**src/rtl/irq_prio_pkg.sv**
```systemverilog
// Package: shared level type and fixed source-code layout for the
// interrupt priority resolver. Assumes 3-bit levels throughout.
package irq_prio_pkg;
    localparam int LVL_W    = 3;
    localparam int SRC_RST  = 0;
    localparam int SRC_WDT  = 1;
    localparam int PER_BASE = 2;

    typedef logic [LVL_W-1:0] lvl_t;

    localparam lvl_t LVL_TOP  = '1;
    localparam lvl_t LVL_NONE = '0;

    // Code of the single-step source for n peripherals
    function automatic int src_step(input int n);
        return n + PER_BASE;
    endfunction

    // Code of the address-match source for n peripherals
    function automatic int src_amatch(input int n);
        return n + PER_BASE + 1;
    endfunction

    // Code reported for a software interrupt for n peripherals
    function automatic int src_swi(input int n);
        return n + PER_BASE + 2;
    endfunction
endpackage

```
**src/rtl/irq_pend_bank.sv**
```systemverilog
// Module: bank of pending-request latches, one bit per source.
// Each bit is set by a request pulse and cleared by a one-hot clear.
// A set and a clear on the same bit in one cycle leave the bit set.
// Assumes synchronous active-low reset.
module irq_pend_bank #(
    parameter int W = 12
) (
    input  logic         clk,
    input  logic         rst_n,
    input  logic [W-1:0] set,
    input  logic [W-1:0] clr,
    output logic [W-1:0] pend
);
    genvar g;
    generate
        for (g = 0; g < W; g++) begin : g_bit
            // Hold one request until it is cleared; set has priority
            always_ff @(posedge clk) begin
                if (!rst_n)
                    pend[g] <= 1'b0;
                else if (set[g])
                    pend[g] <= 1'b1;
                else if (clr[g])
                    pend[g] <= 1'b0;
            end
        end
    endgenerate

    AST_SET_LATCHES: assert property (@(posedge clk) disable iff (!rst_n)
        ($past(rst_n) && (|$past(set))) |-> ((pend & $past(set)) == $past(set)));

    AST_CLEAR_TAKES: assert property (@(posedge clk) disable iff (!rst_n)
        ($past(rst_n) && (|$past(clr))) |-> ((pend & $past(clr) & ~$past(set)) == '0));
endmodule

```
**src/rtl/irq_lvl_pick.sv**
```systemverilog
// Module: selects among pending peripheral requests the eligible one with
// the highest level; on equal levels the lowest index is chosen.
// Eligibility needs global enable and a level above the threshold.
// Purely combinational; the clock is used only by the assertions.
module irq_lvl_pick
    import irq_prio_pkg::*;
#(
    parameter int N     = 8,
    localparam int IDX_W = (N > 1) ? $clog2(N) : 1
) (
    input  logic             clk,
    input  logic             rst_n,
    input  logic [N-1:0]     pend,
    input  logic [N*LVL_W-1:0] lvl_flat,
    input  lvl_t             ipl,
    input  logic             ie,
    output logic             any,
    output logic [IDX_W-1:0] idx,
    output lvl_t             lvl
);
    logic [N-1:0] elig;

    // Mark which peripherals may compete this cycle
    always_comb begin
        for (int i = 0; i < N; i++) begin
            elig[i] = pend[i] && ie
                   && (lvl_flat[i*LVL_W +: LVL_W] != LVL_NONE)
                   && (lvl_flat[i*LVL_W +: LVL_W] > ipl);
        end
    end

    // Scan from the top index down so equal levels fall to the lower index
    always_comb begin
        any = 1'b0;
        idx = '0;
        lvl = LVL_NONE;
        for (int i = N - 1; i >= 0; i--) begin
            if (elig[i] && (!any || lvl_flat[i*LVL_W +: LVL_W] >= lvl)) begin
                any = 1'b1;
                idx = IDX_W'(i);
                lvl = lvl_flat[i*LVL_W +: LVL_W];
            end
        end
    end

    AST_PICK_ABOVE_IPL: assert property (@(posedge clk) disable iff (!rst_n)
        any |-> (ie && (lvl > ipl) && pend[idx]));
endmodule

```
**src/rtl/irq_prio_resolver.sv**
```systemverilog
// Module: top of the interrupt priority resolver. Latches requests, merges
// fixed-rank special sources with level-ranked peripherals, reports the
// winner one cycle after an instruction boundary, and clears its pending
// bit on acknowledge. Software interrupts bypass arbitration.
// Assumes boundary/swi are one-cycle pulses at least two cycles apart and
// that ack comes once per accept, before the next boundary.
module irq_prio_resolver
    import irq_prio_pkg::*;
#(
    parameter int N = 8,
    localparam int NSRC  = N + 4,
    localparam int SRC_W = $clog2(N + 5),
    localparam int IDX_W = (N > 1) ? $clog2(N) : 1
) (
    input  logic               clk,
    input  logic               rst_n,
    input  logic               rst_req,
    input  logic               wdt_req,
    input  logic [N-1:0]       per_req,
    input  logic [N*LVL_W-1:0] per_lvl,
    input  logic               step_req,
    input  logic               amatch_req,
    input  logic [LVL_W-1:0]   cpu_ipl,
    input  logic               cpu_ie,
    input  logic               boundary,
    input  logic               swi,
    input  logic               ack,
    output logic               accept,
    output logic [SRC_W-1:0]   win_src,
    output logic [LVL_W-1:0]   win_lvl
);
    localparam int STEP_BIT = src_step(N);
    localparam int AM_BIT   = src_amatch(N);
    localparam logic [SRC_W-1:0] SWI_CODE = SRC_W'(src_swi(N));

    logic [NSRC-1:0]  set_v, clr_v, pend;
    logic             per_any;
    logic [IDX_W-1:0] per_idx;
    lvl_t             per_best;
    logic             held;
    logic             found;
    logic [SRC_W-1:0] nxt_src;
    lvl_t             nxt_lvl;

    assign set_v = {amatch_req, step_req, per_req, wdt_req, rst_req};

    genvar g;
    generate
        for (g = 0; g < NSRC; g++) begin : g_clr
            assign clr_v[g] = held && ack && (win_src == SRC_W'(g));
        end
    endgenerate

    irq_pend_bank #(.W(NSRC)) u_pend (
        .clk  (clk),
        .rst_n(rst_n),
        .set  (set_v),
        .clr  (clr_v),
        .pend (pend)
    );

    irq_lvl_pick #(.N(N)) u_pick (
        .clk     (clk),
        .rst_n   (rst_n),
        .pend    (pend[PER_BASE +: N]),
        .lvl_flat(per_lvl),
        .ipl     (cpu_ipl),
        .ie      (cpu_ie),
        .any     (per_any),
        .idx     (per_idx),
        .lvl     (per_best)
    );

    // Merge fixed-rank special sources around the peripheral winner
    always_comb begin
        found   = 1'b1;
        nxt_src = '0;
        nxt_lvl = LVL_NONE;
        if (pend[SRC_RST]) begin
            nxt_src = SRC_W'(SRC_RST);
            nxt_lvl = LVL_TOP;
        end else if (pend[SRC_WDT]) begin
            nxt_src = SRC_W'(SRC_WDT);
            nxt_lvl = LVL_TOP;
        end else if (per_any) begin
            nxt_src = SRC_W'(PER_BASE) + SRC_W'(per_idx);
            nxt_lvl = per_best;
        end else if (pend[STEP_BIT]) begin
            nxt_src = SRC_W'(STEP_BIT);
        end else if (pend[AM_BIT]) begin
            nxt_src = SRC_W'(AM_BIT);
        end else begin
            found = 1'b0;
        end
    end

    // Register the accept pulse, the winner, and whether an ack is owed
    always_ff @(posedge clk) begin
        if (!rst_n) begin
            accept  <= 1'b0;
            win_src <= '0;
            win_lvl <= '0;
            held    <= 1'b0;
        end else begin
            accept <= 1'b0;
            if (swi) begin
                accept  <= 1'b1;
                win_src <= SWI_CODE;
                win_lvl <= LVL_NONE;
                held    <= 1'b0;
            end else if (boundary && found) begin
                accept  <= 1'b1;
                win_src <= nxt_src;
                win_lvl <= nxt_lvl;
                held    <= 1'b1;
            end else if (ack) begin
                held    <= 1'b0;
            end
        end
    end

    AST_ACCEPT_HAS_CAUSE: assert property (@(posedge clk) disable iff (!rst_n)
        accept |-> ($past(rst_n) && $past(boundary || swi)));

    AST_RESET_WINS: assert property (@(posedge clk) disable iff (!rst_n)
        (boundary && !swi && pend[SRC_RST]) |=> (accept && win_src == '0 && win_lvl == LVL_TOP));

    AST_WDT_OVER_PERIPH: assert property (@(posedge clk) disable iff (!rst_n)
        (boundary && !swi && !pend[SRC_RST] && pend[SRC_WDT]) |=> (accept && win_src == SRC_W'(SRC_WDT)));

    AST_SWI_BYPASS: assert property (@(posedge clk) disable iff (!rst_n)
        swi |=> (accept && win_src == SWI_CODE && win_lvl == LVL_NONE));

    AST_PERIPH_LEVEL: assert property (@(posedge clk) disable iff (!rst_n)
        (accept && win_src >= SRC_W'(PER_BASE) && win_src < SRC_W'(STEP_BIT))
            |-> (win_lvl > $past(cpu_ipl) && $past(cpu_ie)));
endmodule

```
**config.mk**
```make
export PLATFORM = sky130hd
export DESIGN_NAME = irq_prio_resolver
export DESIGN_NICKNAME = d
export VERILOG_FILES = /design/src/rtl/irq_prio_pkg.sv /design/src/rtl/irq_pend_bank.sv /design/src/rtl/irq_lvl_pick.sv /design/src/rtl/irq_prio_resolver.sv
export SDC_FILE = /design/constraint.sdc
export NUM_CORES = 1
export LEC_CHECK = 0
export ABC_CLOCK_PERIOD_IN_PS = 11800
export BUFFER_PORTS_ARGS = -buffer_cell sky130_fd_sc_hd__buf_2
export CORE_MARGIN = 2
export CORE_UTILIZATION = 50
export CTS_BUF_LIST = sky130_fd_sc_hd__clkbuf_16
export DETAILED_ROUTE_END_ITERATION = 10
export PLACE_DENSITY_LB_ADDON = 0.2
export SETUP_SLACK_MARGIN = 0.15
export SLEW_MARGIN = 20
export SYNTH_ARGS = -nofsm -noshare
export SYNTH_HDL_FRONTEND = slang
export SYNTH_SLANG_ARGS = --single-unit
```
**constraint.sdc**
```tcl
create_clock -name clk -period 11.8 [get_ports clk]
set_clock_uncertainty 0.15 [all_clocks]
set_input_delay 1.77 -clock clk [delete_from_list [all_inputs] [get_ports clk]]
set_output_delay 1.77 -clock clk [all_outputs]
set_load 0.05 [all_outputs]
```
---- After elaboration in Yosys (flattened, before gate mapping) ----
Cells that the tools add are included.
word-level totals
  output and inout port bits .............. 8
  bits of input ports ..................... 45
  word-level logic and storage cells ...... 195
  register bits after elaboration ......... 21
cells by class
  reduce and logical (&&, ||, !) cells .... 83
  bitwise logic cells ..................... 1
  add/subtract/negate cells ............... 1
  order comparisons ....................... 15
  mux-type cells .......................... 67
  eq/ne operators ......................... 11
operators by type and width
  kind                 number
  $mux 3               19
  $logic_and 1x1->1    45
  $mux 1               41
  $mux 4               7
  $reduce_bool 2->1    14
  $gt 3x3->1           8
  $reduce_bool 3->1    8
  $ge 3x3->1           7
  $eq 4x3->1 const B   4
  $eq 4x4->1 const B   4
  $eq 4x2->1 const B   2
  $logic_not 1->1      7
  $logic_or 1x1->1     7
  $add 2x3->4 const A  1
  $eq 4x1->1 const B   1
  $logic_not 4->1      1
  $reduce_or 2->1      1
  $not 1->1            1

---- Longest topological paths before layout ----
Gate-level depths: netlist (run 1).
  depth after elaboration ................. 38
  mapped depth ............................ 60
  gate-level depth less buffers ........... 59

---- Hierarchy ----
A second synthesis (run 1) with hierarchy kept.
second synthesis, totals
  cell total of the unflattened synthesis .. 310
  area, all modules ....................... 2613.8 um^2
by module, submodules not included
  module             instances  sequential area each (um^2)  area each (um^2)  cells each
  irq_lvl_pick       1          0.0                          1641.6            203
  irq_prio_resolver  1          180.2                        555.5             70
  irq_pend_bank      1          240.2                        416.6             37

---- Least setup slack after synthesis (run 1) ----
Ideal clock, no wire load.
  kind .................................... input port to flip-flop
  start ................................... input cpu_ipl[2]
  end ..................................... register win_src[2]
  required time ........................... 11535 ps
  path slack .............................. -165 ps
  path buffers ............................ 1
  setup time .............................. 115 ps
  arrival time ............................ 11700 ps
  cell stages on the path ................. 60
  path through ............................ inv_1 -> ha_1 -> nand3_1 -> nand4_4 -> nor2_1 -> nand2_1 -> ha_1 -> a21oi_1 -> o21ai_0 -> or3_1 -> a32o_1 -> ha_1 -> nand2b_1 -> a21o_1 -> a21oi_1 -> a21bo_4 -> mux2i_1 -> inv_1 -> [24 not listed] -> a21o_1 -> a21oi_1 -> or2_2 -> a21boi_2 -> o22ai_1 -> a21oi_1 -> inv_1 -> ha_1 -> nand2b_1 -> a21o_1 -> a221oi_2 -> or2_1 -> nand2_1 -> nor3_1 -> ha_1 -> nand2_1 -> o22ai_1 -> o21a_1
on the way
  cells in the longest elaborated chain, start to end .. 37
  elaborated cells on any way between the ends .. 78
  those cells by class .................... add/sub: 1; order compare: 15; mux: 31; reduce/logical: 31
RTL lines
  item                                                  line                      source
  start, declared                                       irq_prio_resolver.sv:23   input logic [LVL_W-1:0] cpu_ipl,
  $gt 3x3->1                                            irq_lvl_pick.sv:28        && (lvl_flat[i*LVL_W +: LVL_W] > ipl);
  $logic_and 1x1->1                                     irq_lvl_pick.sv:28
  $mux 3 / $mux 1 (equally long branches)               irq_lvl_pick.sv:38        if (elig[i] && (!any || lvl_flat[i*LVL_W +: LVL_W] >= lvl)) begin
  $ge 3x3->1 / $logic_not 1->1 (equally long branches)  irq_lvl_pick.sv:38
  $logic_or 1x1->1                                      irq_lvl_pick.sv:38
  $logic_and 1x1->1                                     irq_lvl_pick.sv:38
  $mux 3 / $mux 1 (equally long branches)               irq_lvl_pick.sv:38
  $ge 3x3->1 / $logic_not 1->1 (equally long branches)  irq_lvl_pick.sv:38
  [21 not listed]                                       -
  $logic_and 1x1->1                                     irq_lvl_pick.sv:38
  $mux 3                                                irq_lvl_pick.sv:38
  $add 2x3->4                                           irq_prio_resolver.sv:86   nxt_src = SRC_W'(PER_BASE) + SRC_W'(per_idx);
  $mux 4                                                irq_prio_resolver.sv:85   end else if (per_any) begin
  $mux 4                                                irq_prio_resolver.sv:82   end else if (pend[SRC_WDT]) begin
  $mux 4                                                irq_prio_resolver.sv:79   if (pend[SRC_RST]) begin
  $mux 4                                                irq_prio_resolver.sv:111  end else if (boundary && found) begin
  $mux 4                                                irq_prio_resolver.sv:106  if (swi) begin
  end signal, assigned                                  irq_prio_resolver.sv:113  win_src <= nxt_src;
  end, declared                                         irq_prio_resolver.sv:29   output logic [SRC_W-1:0] win_src,
Several ways; a longest one is shown, not always the timed one. The select of a mux whose other input is x is not followed.
A chain may end at the register's enable or synchronous reset.

---- Worst setup path in the final report (run 1) ----
Ends and elaborated chain as after synthesis.

==> reports/metrics.cfg, run 1 <==
[timing]
hold_viol_final = 0
layout_min_cycle_time_ns = 11.74
slew_violations = 0
fmax_mhz = 85.2
tightestPinTransition_ns = 0.738
rsz0062_at_grt = true
setup_viol = 0
min_period_over_period_pct = 99.5
fin_setup_tns_ns = 0
slew_headroom_pct = 50.3

[pwr]
p_seq_share_pct = 28.6
p_sw_mw = 0.0995
netSwitchingFraction_pct = 35.0
clkPwrFrac_pct = 24.5
p_per_area_nw_per_um2 = 82.1
ir_drop_uv = 109
p_total_mw = 0.284
p_comb_share_pct = 46.9
p_int_mw = 0.185
p_leak_nw = 1.57

[synth]
synthDistinctLibCells = 60
async_flop_share_pct = 0
yosysSeqAreaShare_pct = 16.4
syn_inst = 294
synth_area_sq_um = 2560
synth_nets = 385
synth-main-ff-cell = dfxtp_1
synth_seq_cells = 21
synth_warnings = 0
synth.avg_cell_area_sq_um = 8.72
synth_edf_count = 0

[min_path]
hp-class = reg2reg

[floorplan]
coreArea_sq_um = 5040
dieWidth_um = 75.6
die_h_um = 75.6
start_util_pct = 50.9
rows = 26
pin_count = 53
dieArea_sq_um = 5720

[cells_and_area]
finalNonFillerCells = 447
antenna_cells = 0
fin_util_pct = 68.6
area_growth_syn_to_layout_pct = 34.8
design_area_sq_um = 3460
drive_gt1_share_pct = 39.8
finalNetCount = 469
mostFrequentLayoutCell = buf_2
final_cell_mix = 50 x buf_2, 42 x ha_1, 29 x o21a_1, 28 x buf_4, 24 x inv_1

[global_route]
grt_pass1_wl_mm = 11.0
globalRoute.totalOverflow = 0
gr-max-usage-layer = met2
met1_usage_pct = 33.3
grt_max_degree = 17
met3_usage_pct = 2.25
grt_use_total_pct = 25.0
grtUsageMet2_pct = 44.1
grt_pass1_vias = 2477
antenna_found_initial = 0

[drt]
drtAntennaViolNets = 0
drcViolationCount = 0
routed_wl_mm = 7.12
firstDrtPassIters = 4
vias = 2608
avgRoutedWirePerCell_um = 15.9
via_per_inst = 5.83
drt-initial-drc-count = 142

[clocking]
clk_latency_ns = 0.25
cts-root-buf = clkbuf_16
clockBufferDepth = 2
clk_pin_slew_ns = 0.05
htree_levels = 1
cts.sinks = 21
cts_hold_buf = 0
cts_tree = yes
numCtsBuffers = 3

[run]
cap_violations = 0

[critical_path]
cp_data_required_time_ns = 11.80
slowest_delay_ns = 0.38
cp-end-kind = flip-flop
worstSetupStartpointType = input port
cp_max_fo = 5
cpLargestDelayFamily = compound AO/OA/AOI/OAI gates
cp.arrival_ns = 11.73
crit_buf_inv = 4
slowest_stage = or3_4
worstSetupPathType = in2reg
cp_common_cell = ha_1

[place]
dp_hpwl_mm = 5.39
place_area_sq_um = 3080
portBuffers = 52
gp_congestion = 0.834
dpl.cell_count = 426

[outcome]
status = finished clean

through the flow:
stage	hold WS [ns]	setup slack, ns
final	0.399	0.0635
after global routing	0.396	-0.398
after global placement	0.353	-0.0430
after floorplan	0.316	0.145
after detailed placement	0.357	-0.240
after CTS	0.393	0.196
power groups by stage:
stage	registers, mW	clock network [mW]	logic [mW]
floorplan	0.0872	0	0.0736
global placement	0.0826	0	0.111
detailed placement	0.0825	0	0.114
CTS	0.0811	0.0714	0.119
global route	0.0818	0.0750	0.147
finish	0.0812	0.0696	0.133
worst reg2reg max path: cells and delay by family, from the launching register on:
family,cells,cell delay (ns)
adder cells (fa/ha/maj),8,2.10
AND/OR/NAND/NOR,17,2.31
buffers and inverters,2,0.18
AO/OA/AOI/OAI,26,4.11
multiplexers,2,0.64
flip-flops,1,0.37
layer usage:
metal / wire length, um / vias up
met5: 0 / -
met4: 87 / 0
met3: 337 / 9
met2: 3570 / 70
met1: 3130 / 1237
li1: - / 1292
what timing repair did:
item	CTS	global route
resized for setup	4	27
pin swaps	6	14
endpoints found under the setup margin	2	7
setup buffers	9	8
cloned	0	0
final timing paths:
path	startpoint	end	slack, ns	cells after the start
setup / recovery	cpu_ipl[2]	win_src[2]$_SDFFE_PN0P_	0.06	59
hold / removal	u_pend.pend[1]$_SDFFE_PN0P_	u_pend.pend[1]$_SDFFE_PN0P_	0.40	2
setup reg to reg	u_pend.pend[9]$_SDFFE_PN0P_	win_src[2]$_SDFFE_PN0P_	1.83	55
hold reg to reg	u_pend.pend[1]$_SDFFE_PN0P_	u_pend.pend[1]$_SDFFE_PN0P_	0.40	2
kinds of logic after synthesis:
group / after synthesis / share of synthesized area [%]
DFF: 21 / 16.4
AOI/OAI and AO/OA: 114 / 35.4
adders and majority gates: 46 / 22.4
muxes: 4 / 2.15
buffers and inverters: 29 / 4.88
and+or+nand+nor: 80 / 18.8
cell type report:
cell class                 count  area, sq um
clock buffer                   3         75.1
timing repair buffer          83          517
inverter                      25          101
fill                         394         1580
tap                           70         87.6
sequential                    21          420
multi-input combinational    244         2250
clock inverter                 1         3.75
state kept, by name, indices dropped and copies added, names as in the netlist:
name and flops:
win_lvl 3, win_src 4, held 1, u_pend.pend 12
accept 1
cell usage after synthesis, drive strengths merged (3+ instances only):
| cell type | n | area share (%) |
|---|---|---|
| dfxtp | 21 | 16 |
| o21ai | 9 | 2.0 |
| o21a | 32 | 9.7 |
| nor2 | 8 | 1.2 |
| a21oi | 20 | 3.9 |
| nand2 | 18 | 2.7 |
| o31a | 6 | 2.0 |
| o22ai | 4 | 0.98 |
| nand3 | 7 | 1.9 |
| o221ai | 3 | 1.0 |
| mux2 | 3 | 1.8 |
| o311ai | 7 | 3.1 |
| nor3 | 7 | 2.0 |
| nor2b | 14 | 3.4 |
| inv | 25 | 3.7 |
| o211ai | 4 | 1.4 |
| ha | 46 | 22 |
| or3 | 6 | 1.7 |
| nand2b | 10 | 2.4 |
| a21o | 5 | 1.5 |
| a31oi | 8 | 2.0 |
Note: power is estimated with default switching activity, not from simulation.
==> run 2, diff against run 1 <==
- RECOVER_POWER: default -> 25
==> reports/metrics.cfg, run 2 (synthesis results as in run 1) <==
[timing]
min_period_over_period_pct = 99.5
fin_setup_tns_ns = 0
fmax_mhz = 85.2
setup_viol = 0
rsz0062_at_grt = true
hold_viol_final = 0
slew_headroom_pct = 50.3
layout_min_cycle_time_ns = 11.74
slew_violations = 0
tightestPinTransition_ns = 0.738

[pwr]
ir_drop_uv = 109
p_comb_share_pct = 46.9
p_sw_mw = 0.0995
p_seq_share_pct = 28.6
p_per_area_nw_per_um2 = 82.2
p_int_mw = 0.185
p_total_mw = 0.284
netSwitchingFraction_pct = 35.0
clkPwrFrac_pct = 24.5
p_leak_nw = 1.57

[cells_and_area]
top_regs = u_pend.pend (12), win_src (4), win_lvl (3)
area_growth_syn_to_layout_pct = 34.8
fin_util_pct = 68.6
largest_register = u_pend.pend
design_area_sq_um = 3460
final_cell_mix = 49 x buf_2, 42 x ha_1, 29 x o21a_1, 28 x buf_4, 24 x inv_1
finalNonFillerCells = 447
antenna_cells = 0
drive_gt1_share_pct = 39.5
mostFrequentLayoutCell = buf_2
largest_reg_flops = 12
finalNetCount = 469

[floorplan]
die_h_um = 75.6
rows = 26
coreArea_sq_um = 5040
pin_count = 53
start_util_pct = 50.9
dieArea_sq_um = 5720
dieWidth_um = 75.6

[clocking]
cts.sinks = 21
clk_pin_slew_ns = 0.05
htree_levels = 1
clk_latency_ns = 0.25
clockBufferDepth = 2
cts_tree = yes
cts-root-buf = clkbuf_16
numCtsBuffers = 3

[drt]
firstDrtPassIters = 4
drt-initial-drc-count = 145
drtAntennaViolNets = 0
vias = 2608
avgRoutedWirePerCell_um = 15.9
via_per_inst = 5.83
routed_wl_mm = 7.12
drcViolationCount = 0

[min_path]
hp-class = reg2reg
worstHoldStart = u_pend.pend[1]$_SDFFE_PN0P_

[place]
dpl.cell_count = 426
portBuffers = 52
place_area_sq_um = 3080
dp_hpwl_mm = 5.39
gp_congestion = 0.834

[global_route]
grt_pass1_vias = 2477
globalRoute.totalOverflow = 0
grt_max_degree = 17
antenna_found_initial = 0
grt_use_total_pct = 25.0
grt_pass1_wl_mm = 11.0

[critical_path]
cp-end-kind = flip-flop
cp.arrival_ns = 11.73
slowest_stage = or3_4
cp_common_cell = ha_1
worstSetupStartpointType = input port
slowest_delay_ns = 0.38
r2r-start = u_pend.pend[9]$_SDFFE_PN0P_
worstSetupPathType = in2reg
cp_data_required_time_ns = 11.80
critical_path.startpoint = cpu_ipl[2]
cp_max_fo = 5

[outcome]
status = finished clean

[run]
cap_violations = 0

==> run 2: changes by cell type in the layout (fill, tap and decap cells not counted) <==
| cell | delta |
|---|---|
| clkbuf_1 | +1 |
| buf_2 | -1 |
==> run 2: final timing paths <==
kind	endpoint	slack (ns)	depth (start not counted)
worst max-delay path	win_src[2]$_SDFFE_PN0P_	0.06	59
worst min register to register	u_pend.pend[1]$_SDFFE_PN0P_	0.40	2
worst max register to register	win_src[2]$_SDFFE_PN0P_	1.83	55
worst min-delay path	u_pend.pend[1]$_SDFFE_PN0P_	0.40	2
==> run 2: worst max-delay path, delay by kind of cell <==
family / cells / cell delay, ns
AO/OA/AOI/OAI: 27 / 4.33
adder cells (fa/ha/maj): 9 / 2.39
AND/OR/NAND/NOR: 17 / 2.23
multiplexers: 2 / 0.64
buffers and inverters: 4 / 0.35
==> run 2: layer usage <==
metal | share of wire (%) | GRT usage (%) | up-vias
met4 | 1.2 | 5.46 | 0
met3 | 4.7 | 2.25 | 9
met2 | 50 | 44.1 | 70
li1 | - | - | 1292
met5 | 0 | 0 | -
met1 | 44 | 33.3 | 1237
==> run 2: through the flow <==
step                hold slack (ns)  worst slack [ns]
finish                        0.399            0.0635
detailed placement            0.357            -0.240
CTS                           0.393             0.196
global route                  0.396            -0.398
global placement              0.353           -0.0430
floorplan                     0.316             0.145
==> run 2: cell type report <==
type	instances	area, sq um
sequential	21	420
clock inverter	1	3.75
clock buffer	3	75.1
timing repair buffer	83	515
fill	395	1590
inverter	25	101
tap	70	87.6
multi-input combinational	244	2250
==> run 2: timing repair <==
item                       in CTS  in global routing
setup buffers                   9                  8
pin swaps                       6                 14
gates resized for setup         4                 27
setup endpoints to repair       2                  7
hold buffers                    0                  0
==> run 2: power by group through the flow <==
stage / logic [mW] / clock network (mW) / registers [mW]
3_3_place_gp: 0.111 / 0 / 0.0826
2_1_floorplan: 0.0736 / 0 / 0.0872
3_5_place_dp: 0.114 / 0 / 0.0825
4_1_cts: 0.119 / 0.0714 / 0.0811
6_report: 0.133 / 0.0696 / 0.0812
5_1_grt: 0.147 / 0.0750 / 0.0818
==> run 3, diff against run 2 <==
- REMOVE_ABC_BUFFERS: default -> 1
==> reports/metrics.cfg, run 3 (synthesis results as in run 1) <==
[timing]
slew_headroom_pct = 50.1
fin_hold_ws_ns = 0.361
min_period_over_period_pct = 98.9
rsz0062_at_grt = true
setup_viol = 0
tightestPinTransition_ns = 0.741
layout_min_cycle_time_ns = 11.67
hold_viol_final = 0
slew_violations = 0
setup_slack_ns = 0.125
fmax_mhz = 85.7

[pwr]
p_per_area_nw_per_um2 = 80.9
ir_drop_uv = 110
p_total_mw = 0.312
p_seq_share_pct = 26.0
netSwitchingFraction_pct = 35.0
p_comb_share_pct = 51.5
p_leak_nw = 1.79
clkPwrFrac_pct = 22.5
p_int_mw = 0.203
p_sw_mw = 0.109

[critical_path]
cp.arrival_ns = 11.67
slowest_stage = or3_4
slowest_delay_ns = 0.37
worstSetupPathType = in2reg
cp-end-kind = flip-flop
cp_max_fo = 6
cp_data_required_time_ns = 11.79
worstSetupStartpointType = input port

[drt]
firstDrtPassIters = 4
drt-initial-drc-count = 186
routed_wl_mm = 8.31
drtAntennaViolNets = 0
avgRoutedWirePerCell_um = 17.0
via_per_inst = 5.93
vias = 2893
drcViolationCount = 0

[floorplan]
start_util_pct = 50.9
die_h_um = 75.6
dieWidth_um = 75.6
dieArea_sq_um = 5720
coreArea_sq_um = 5040
pin_count = 53
rows = 26

[clocking]
clockBufferDepth = 2
numCtsBuffers = 3
cts-root-buf = clkbuf_16
cts_tree = yes
cts.sinks = 21
cts_hold_buf = 0
htree_levels = 1
clk_latency_ns = 0.25
clk_pin_slew_ns = 0.06

[cells_and_area]
antenna_cells = 0
area_growth_syn_to_layout_pct = 50.5
register_area_sq_um = 420
final_cell_mix = 67 x buf_4, 47 x buf_2, 37 x ha_1, 30 x o21a_1, 24 x inv_1
mostFrequentLayoutCell = buf_4
drive_gt1_share_pct = 46.9
finalNetCount = 510
largest_register = u_pend.pend
top_regs = u_pend.pend (12), win_src (4), win_lvl (3)
fin_util_pct = 76.6
nFillCells = 347
finalNonFillerCells = 488
multi_input_area_sq_um = 2330
largest_reg_flops = 12

[place]
gp_congestion = 0.872
portBuffers = 52
dp_hpwl_mm = 5.49
dpl.cell_count = 449
place_ws_ns = -0.386

[global_route]
grt_pass1_vias = 2649
gr-max-usage-layer = met2
grt_use_total_pct = 27.0
globalRoute.totalOverflow = 0
antenna_found_initial = 0
grtUsageMet2_pct = 46.9
met1_usage_pct = 34.3
met3_usage_pct = 3.44
grt_max_degree = 17
grt_pass1_wl_mm = 12.0

[min_path]
hp-class = reg2reg

[outcome]
status = finished clean

[run]
cap_violations = 0

-- run 3: cell count changes in the layout (fill, tap and decap cells not counted), sizes merged --
cell      delta
buf         +41
clkinvlp     -2
inv          +2
-- run 3: timing repair --
action | 4_1_cts | 5_1_grt
buffers inserted | 21 | 14
setup endpoints to repair | 2 | 7
pin swaps | 3 | 42
gates resized for setup | 14 | 53
-- run 3: worst paths after layout --
check / slack, ns / depth (start not counted) / from / to
worst max-delay path: 0.13 / 61 / cpu_ipl[2] / win_src[2]$_SDFFE_PN0P_
worst min-delay path: 0.36 / 2 / u_pend.pend[1]$_SDFFE_PN0P_ / win_src[0]$_SDFFE_PP0P_
worst max register to register: 1.81 / 57 / u_pend.pend[9]$_SDFFE_PN0P_ / win_src[2]$_SDFFE_PN0P_
worst min register to register: 0.36 / 2 / u_pend.pend[1]$_SDFFE_PN0P_ / win_src[0]$_SDFFE_PP0P_
-- run 3: worst max-delay path, delay by kind of cell --
kind	cells	cell delay [ns]
muxes	2	0.54
buffers and inverters	9	0.98
adders and majority gates	9	2.27
AOI/OAI and AO/OA	24	3.76
and+or+nand+nor	17	2.34
-- run 3: final cells by class --
type	instances	area share [%]
Multi-Input combinational cell	244	60.5
Timing Repair Buffer	124	21.8
Sequential cell	21	10.9
Inverter	25	2.50
Tap cell	70	2.27
Clock buffer	3	1.94
Clock inverter	1	0.0972
-- run 3: stage by stage --
stage | setup TNS (ns) | instance area, sq um
finish | 0 | 3860
global route | -0.313 | 3860
CTS | 0 | 3460
detailed placement | -0.619 | 3160
global placement | -0.142 | 3160
floorplan | -0.357 | 2530
-- run 3: per-layer routing --
metal	vias up	share of wire (%)
li1	1373	-
met1	1396	42
met2	100	50
met3	24	4.9
met4	0	2.8
met5	-	0
-- run 3: power groups by stage --
stage	sequential, mW	clock, mW	combinational (mW)
CTS	0.0810	0.0716	0.133
floorplan	0.0872	0	0.0666
global route	0.0818	0.0735	0.174
detailed placement	0.0825	0	0.116
finish	0.0812	0.0703	0.161
global placement	0.0825	0	0.112
